[src/rtl/mdio_pkg.sv]
package mdio_pkg;
  localparam int unsigned FRAME_BITS = 64;
  localparam int unsigned TA_IDX     = 46;  // first turnaround bit
  localparam int unsigned DATA_IDX   = 48;  // first data bit
  localparam int unsigned IDX_W      = $clog2(FRAME_BITS);

  localparam logic [1:0] ST_BITS = 2'b01;
  localparam logic [1:0] OP_RD   = 2'b10;
  localparam logic [1:0] OP_WR   = 2'b01;
  localparam logic [1:0] TA_WR   = 2'b10;

  typedef enum logic {
    SEL_CMD  = 1'b0,
    SEL_DATA = 1'b1
  } reg_sel_e;

  typedef struct packed {
    logic [4:0] phy;
    logic [4:0] regn;
    logic       wr;
  } mdio_cmd_t;
endpackage

[src/rtl/mdio_clkgen.sv]
module mdio_clkgen #(
  parameter int unsigned MDC_DIV = 4
) (
  input  logic clk_i,
  input  logic rst_ni,
  input  logic en_i,
  output logic mdc_o,
  output logic rise_tick_o,
  output logic fall_tick_o
);
  localparam int unsigned HALF  = MDC_DIV / 2;
  localparam int unsigned CNT_W = (HALF > 1) ? $clog2(HALF) : 1;
  localparam logic [CNT_W-1:0] CNT_LAST = CNT_W'(HALF - 1);

  logic [CNT_W-1:0] cnt_q;
  logic             mdc_q;
  logic             tick;

  assign tick        = en_i && (cnt_q == CNT_LAST);
  assign rise_tick_o = tick && !mdc_q;
  assign fall_tick_o = tick && mdc_q;
  assign mdc_o       = mdc_q;

  always_ff @(posedge clk_i or negedge rst_ni) begin
    if (!rst_ni) begin
      cnt_q <= '0;
      mdc_q <= 1'b0;
    end else if (!en_i) begin
      cnt_q <= '0;
      mdc_q <= 1'b0;
    end else if (tick) begin
      cnt_q <= '0;
      mdc_q <= !mdc_q;
    end else begin
      cnt_q <= cnt_q + 1'b1;
    end
  end
endmodule

[src/rtl/mdio_frame.sv]
module mdio_frame
  import mdio_pkg::*;
(
  input  logic        clk_i,
  input  logic        rst_ni,
  input  logic        start_i,
  input  mdio_cmd_t   cmd_i,
  input  logic [15:0] wdata_i,
  input  logic        mdc_i,
  input  logic        rise_tick_i,
  input  logic        fall_tick_i,
  input  logic        mdio_i,
  output logic        run_o,
  output logic        done_o,
  output logic        mdio_o,
  output logic        mdio_oe_o,
  output logic [15:0] rdata_o
);
  localparam logic [IDX_W-1:0] IDX_LAST = IDX_W'(FRAME_BITS - 1);
  localparam logic [IDX_W-1:0] IDX_TA   = IDX_W'(TA_IDX);
  localparam logic [IDX_W-1:0] IDX_DATA = IDX_W'(DATA_IDX);

  logic                  run_q;
  logic                  wr_q;
  logic [IDX_W-1:0]      idx_q;
  logic [FRAME_BITS-1:0] sr_q;
  logic [15:0]           cap_q;
  logic [FRAME_BITS-1:0] frame_init;

  always_comb begin
    frame_init = {{32{1'b1}}, ST_BITS,
                  cmd_i.wr ? OP_WR : OP_RD,
                  cmd_i.phy, cmd_i.regn,
                  cmd_i.wr ? TA_WR : 2'b00,
                  cmd_i.wr ? wdata_i : 16'h0000};
  end

  assign run_o     = run_q;
  assign done_o    = run_q && fall_tick_i && (idx_q == IDX_LAST);
  assign mdio_o    = sr_q[FRAME_BITS-1];
  assign mdio_oe_o = run_q && (wr_q || (idx_q < IDX_TA));
  assign rdata_o   = cap_q;

  always_ff @(posedge clk_i or negedge rst_ni) begin
    if (!rst_ni) begin
      run_q <= 1'b0;
      wr_q  <= 1'b0;
      idx_q <= '0;
      sr_q  <= '1;
      cap_q <= '0;
    end else if (!run_q) begin
      if (start_i) begin
        run_q <= 1'b1;
        wr_q  <= cmd_i.wr;
        idx_q <= '0;
        sr_q  <= frame_init;
      end
    end else begin
      if (rise_tick_i && !wr_q && (idx_q >= IDX_DATA))
        cap_q <= {cap_q[14:0], mdio_i};
      if (fall_tick_i) begin
        sr_q <= {sr_q[FRAME_BITS-2:0], 1'b1};
        if (idx_q == IDX_LAST) run_q <= 1'b0;
        else                   idx_q <= idx_q + 1'b1;
      end
    end
  end

  // MDC must be low whenever no frame is in progress
  p_mdc_idle_low_r7: assert property (@(posedge clk_i) disable iff (!rst_ni)
    !run_q |-> !mdc_i);

  // MDIO and its enable hold still while MDC stays high
  p_mdio_steady_high_r7: assert property (@(posedge clk_i) disable iff (!rst_ni)
    (mdc_i && $past(mdc_i)) |-> ($stable(mdio_o) && $stable(mdio_oe_o)));
endmodule

[src/rtl/mdio_regs.sv]
module mdio_regs
  import mdio_pkg::*;
(
  input  logic        clk_i,
  input  logic        rst_ni,
  input  logic        wr_en_i,
  input  logic        rd_en_i,
  input  logic        sel_i,
  input  logic [31:0] wdata_i,
  output logic [31:0] rdata_o,
  input  logic        done_i,
  input  logic [15:0] rd_word_i,
  output logic        start_o,
  output mdio_cmd_t   cmd_o,
  output logic [15:0] wdata_o,
  output logic        busy_o
);
  mdio_cmd_t   cmd_q;
  logic        busy_q;
  logic [15:0] data_q;
  logic [31:0] rdata_q;
  logic        cmd_wr;
  logic        data_wr;
  logic        unused_bits;

  assign cmd_wr  = wr_en_i && (reg_sel_e'(sel_i) == SEL_CMD);
  assign data_wr = wr_en_i && (reg_sel_e'(sel_i) == SEL_DATA);
  assign start_o = cmd_wr && !busy_q;
  assign cmd_o   = '{phy: wdata_i[15:11], regn: wdata_i[10:6], wr: wdata_i[1]};
  assign wdata_o = data_q;
  assign busy_o  = busy_q;
  assign rdata_o = rdata_q;
  assign unused_bits = ^{wdata_i[31:16], wdata_i[5:2], wdata_i[0]};

  always_ff @(posedge clk_i or negedge rst_ni) begin
    if (!rst_ni) begin
      cmd_q  <= '0;
      busy_q <= 1'b0;
      data_q <= '0;
    end else begin
      if (start_o) begin
        cmd_q  <= cmd_o;
        busy_q <= 1'b1;
      end else if (done_i) begin
        busy_q <= 1'b0;
      end
      if (done_i && !cmd_q.wr) data_q <= rd_word_i;
      else if (data_wr)        data_q <= wdata_i[15:0];
    end
  end

  always_ff @(posedge clk_i or negedge rst_ni) begin
    if (!rst_ni) begin
      rdata_q <= '0;
    end else if (rd_en_i) begin
      if (reg_sel_e'(sel_i) == SEL_CMD)
        rdata_q <= {16'h0000, cmd_q.phy, cmd_q.regn, 4'b0000, cmd_q.wr, busy_q};
      else
        rdata_q <= {16'h0000, data_q};
    end
  end

  // busy only drops on frame completion
  p_busy_hold_r3: assert property (@(posedge clk_i) disable iff (!rst_ni)
    (busy_q && !done_i) |=> busy_q);

  // command fields frozen while a frame is in flight
  p_cmd_frozen_r9: assert property (@(posedge clk_i) disable iff (!rst_ni)
    (busy_q && !done_i) |=> $stable(cmd_q));
endmodule

[src/rtl/mdio_master.sv]
module mdio_master
  import mdio_pkg::*;
#(
  parameter int unsigned MDC_DIV = 4
) (
  input  logic        clk_i,
  input  logic        rst_ni,
  input  logic        wr_en_i,
  input  logic        rd_en_i,
  input  logic        sel_i,
  input  logic [31:0] wdata_i,
  output logic [31:0] rdata_o,
  output logic        mdc_o,
  output logic        mdio_o,
  output logic        mdio_oe_o,
  input  logic        mdio_i
);
  logic        start;
  mdio_cmd_t   cmd;
  logic [15:0] tx_word;
  logic [15:0] rx_word;
  logic        busy;
  logic        run;
  logic        done;
  logic        rise_tick;
  logic        fall_tick;
  logic        mdc;

  mdio_regs u_regs (
    .clk_i     (clk_i),
    .rst_ni    (rst_ni),
    .wr_en_i   (wr_en_i),
    .rd_en_i   (rd_en_i),
    .sel_i     (sel_i),
    .wdata_i   (wdata_i),
    .rdata_o   (rdata_o),
    .done_i    (done),
    .rd_word_i (rx_word),
    .start_o   (start),
    .cmd_o     (cmd),
    .wdata_o   (tx_word),
    .busy_o    (busy)
  );

  mdio_clkgen #(.MDC_DIV(MDC_DIV)) u_clkgen (
    .clk_i       (clk_i),
    .rst_ni      (rst_ni),
    .en_i        (run),
    .mdc_o       (mdc),
    .rise_tick_o (rise_tick),
    .fall_tick_o (fall_tick)
  );

  mdio_frame u_frame (
    .clk_i       (clk_i),
    .rst_ni      (rst_ni),
    .start_i     (start),
    .cmd_i       (cmd),
    .wdata_i     (tx_word),
    .mdc_i       (mdc),
    .rise_tick_i (rise_tick),
    .fall_tick_i (fall_tick),
    .mdio_i      (mdio_i),
    .run_o       (run),
    .done_o      (done),
    .mdio_o      (mdio_o),
    .mdio_oe_o   (mdio_oe_o),
    .rdata_o     (rx_word)
  );

  assign mdc_o = mdc;

  // the line is only driven inside a busy window
  p_oe_needs_busy_r3: assert property (@(posedge clk_i) disable iff (!rst_ni)
    mdio_oe_o |-> busy);
endmodule

[config.mk]
export PLATFORM = sky130hd
export DESIGN_NAME = mdio_master
export DESIGN_NICKNAME = d
export VERILOG_FILES = /design/src/rtl/mdio_pkg.sv /design/src/rtl/mdio_clkgen.sv /design/src/rtl/mdio_frame.sv /design/src/rtl/mdio_regs.sv /design/src/rtl/mdio_master.sv
export SDC_FILE = /design/constraint.sdc
export NUM_CORES = 1
export LEC_CHECK = 0
export BUFFER_PORTS_ARGS = -buffer_cell sky130_fd_sc_hd__buf_4
export CAP_MARGIN = 20
export CORE_ASPECT_RATIO = 0.7
export CORE_MARGIN = 4
export CORE_UTILIZATION = 54
export CTS_BUF_LIST = sky130_fd_sc_hd__clkbuf_4 sky130_fd_sc_hd__clkbuf_8
export DETAILED_ROUTE_END_ITERATION = 16
export PLACE_DENSITY_LB_ADDON = 0.1
export SYNTH_ARGS = -nofsm -noshare
export SYNTH_HDL_FRONTEND = slang
export SYNTH_SLANG_ARGS = --single-unit
[constraint.sdc]
create_clock -name clk_i -period 1.6 [get_ports clk_i]
set_input_delay 0 -clock clk_i [delete_from_list [all_inputs] [get_ports clk_i]]
set_output_delay 0 -clock clk_i [all_outputs]
set_load 0.02 [all_outputs]
==> results.ini <==
[worst_setup_path]
worst-path-buf-inv=1
cp_top_family=flip-flops
slowest_delay_ps=450
crit_path_start=u_clkgen.mdc_o
path_max_fanout=16
critPathLaunchType=flip-flop
crit_type=flip-flop to flip-flop
end_kind=flip-flop
slowest_stage=dfrtp_2
crit_arrival_ps=1830
worstPathCellList=and3_1, nand4bb_1, buf_12, mux2_2
worstReg2RegStart=u_clkgen.mdc_o
required_ps=1920

[die]
die_area_mm2=0.0128
start_util=0.566
core_area_mm2=0.0106
die_w_um=134
num_io_pins=73
num_rows=31
die_h_um=96.0

[route]
wl_met3_um=636
wl_met2_um=5820
wirelength_um=12800
vias=4022
viasPerCell=5.54
wl_met1_um=6240
top_layer=met4
drt_first_pass_iters=4
drt_iter0_markers=265
drc_errors=0
routedWlPerCell_um=17.6
drt.antenna.violating_nets=0

[synthesis]
postSynthCellCount=494
synth-compound-area-share=0.133
synthAdderAreaFrac=0.00209
synth-seq-cells=134
yosysWarnings=0
async_flop_share=1.00
synthesis.area_mm2=0.00597
yosysUniqueCellTypes=44
ys_seq_area_frac=0.575
synthSimpleGateAreaFrac=0.0901
synthXorXnorAreaFrac=0.00147
synth.avg_cell_area_um2=12.1
synth_top_family_by_area=multiplexers
ys.flop_type=dfrtp_1
synthMuxAreaShare=0.139
synth_edf_count=0

[timing]
slew_violations=0
post-route-min-period_ps=1510
rsz0062_at_grt=false
finalClockSkew_ps=8.35
timing.fmax_mhz=663
setup_tns_ps=0
hold_viol_final=0
finalSetupViolations=0
finalCritPeriodShare=0.942

[cts]
cts-root-buf=clkbuf_8
h-tree-depth=4
clkSinkCount=134
clk_path_buf_depth=2
clk_latency_ps=440
clk_pin_slew_ps=70
numCtsBuffers=17
cts_tree=yes
postCtsSetupBuffers=0

[layout]
fin_util=0.684
final_common_cell=dfrtp_1
nNetsFinal=604
area_growth_pct=20.8
mostFrequentLayoutCells=dfrtp_1 (68), buf_4 (65), dfstp_2 (64)
fillers=763
drive_gt1_frac=0.396
n_antenna_cell=0

[global_routing]
grtUsageTotal=0.220
antenna_found_initial=0
grt_pass1_vias=4165
grt_overflow=0
grt_max_degree=62
grt_pass1_wl_um=21700

[worst_hold_path]
hold_start=sel_i
min-delay-path-class=input port to flip-flop

[pwr]
p_per_area_mw_per_mm2=1650
p_leak_nw=3.22
max-vdd-ir-drop_mv=0.750

[placement]
gp_congestion=0.826
portBuffers=40
dp_hpwl_um=8410

[run_status]
status=finished, final reports clean

[job]
maxCapViolCount=0

flip-flops by register name, summed over array words and instances, names as in the netlist:
signal and cells:
u_regs.rdata_o 16, u_frame.rdata_o 16, u_frame.wr_q 1, u_regs.busy_o 1, u_frame.sr_q 64, u_clkgen.mdc_o 1, u_regs.wdata_o 16, u_regs.cmd_q 11
u_clkgen.cnt_q 1, u_frame.idx_q 6, u_frame.run_o 1
synthesized netlist by cell type (all sizes together), types with 2 or more instances:
| library cell | count | area [um2] |
|---|---|---|
| a21oi | 49 | 245 |
| and3 | 3 | 18.8 |
| nor2 | 15 | 56.3 |
| mux2i | 22 | 220 |
| nor3 | 28 | 140 |
| a22oi | 15 | 113 |
| nor2b | 3 | 18.8 |
| o22a | 33 | 289 |
| clkbuf | 18 | 67.6 |
| dfrtp | 70 | 1750 |
| mux2 | 51 | 612 |
| buf | 37 | 262 |
| a211oi | 2 | 15.0 |
| inv | 6 | 22.5 |
| nand2 | 39 | 149 |
| a22o | 3 | 26.3 |
| and2 | 3 | 18.8 |
| dfstp | 64 | 1680 |
| o21ai | 5 | 36.3 |
| nand3 | 7 | 40.0 |
| a31oi | 4 | 25.0 |
layer usage:
layer | track usage | vias up
met3 | 0.0596 | 7
met1 | 0.322 | 2038
met5 | 0 | -
met2 | 0.321 | 85
li1 | - | 1892
met4 | 0.0693 | 0
worst paths after layout:
kind                                      to  slack [ps]  cells past startpoint
max in group asynchronous   u_frame.sr_q[55]         800                      3
min reg2reg                  u_regs.cmd_q[4]         480                      2
max reg2reg                u_regs.wdata_o[3]          90                      4
min in group asynchronous  u_regs.rdata_o[5]          70                      2
max                        u_regs.wdata_o[3]          90                      4
min                        u_regs.rdata_o[3]          60                      4
metrics by stage:
stage | hold slack (ps) | cell area, um2 | power (W) | cells | setup slack (ps)
after detailed placement | -7.81 | 6530 | 0.00851 | 675 | 55.8
after floorplan | -296 | 6030 | 0.00750 | 509 | 1.91
after global routing | 60.5 | 7210 | 0.0127 | 726 | 22.7
final | 63.8 | 7210 | 0.0119 | 726 | 92.1
after CTS | 28.7 | 7210 | 0.0120 | 726 | 44.4
after global placement | -16.3 | 6530 | 0.00832 | 675 | 93.8
final cells by class:
type | count | area, um2 | area share
multi-input combinational | 314 | 2250 | 0.312
timing repair buffer | 92 | 830 | 0.115
inverter | 6 | 22.5 | 0.00312
sequential | 134 | 3440 | 0.476
tap | 148 | 185 | 0.0257
clock buffer | 20 | 269 | 0.0373
clock inverter | 12 | 221 | 0.0307
where the power goes:
part	total (W)	switching [W]	internal, W
Clock	0.00342	0.00131	0.00211
Combinational	0.00319	0.00165	0.00154
Sequential	0.00531	0.000561	0.00475
Total	0.0119	0.00352	0.00840
worst register-to-register path: cells and delay by family (launching register included):
kind,cells,cell delay (ps)
buf+inv,1,200
flops,1,450
mux,1,350
simple gates,2,390
cell families (layout without fill, tap and decap cells):
| kind of cell | after synthesis | in the layout |
|---|---|---|
| DFF | 134 | 134 |
| AOI/OAI and AO/OA | 116 | 116 |
| muxes | 73 | 73 |
| xor gates and xnor gates | 1 | 1 |
| buffers and inverters | 61 | 130 |
| adders and majority gates | 1 | 1 |
| other | 1 | 16 |
| and+or+nand+nor | 107 | 107 |
what timing repair did:
item | in CTS | in global routing
endpoints found under the hold margin | 126 | 0
resized for setup | 0 | 2
endpoints found under the setup margin | 0 | 29
hold buffers | 19 | 0
Power figures use the tool's default switching activity.
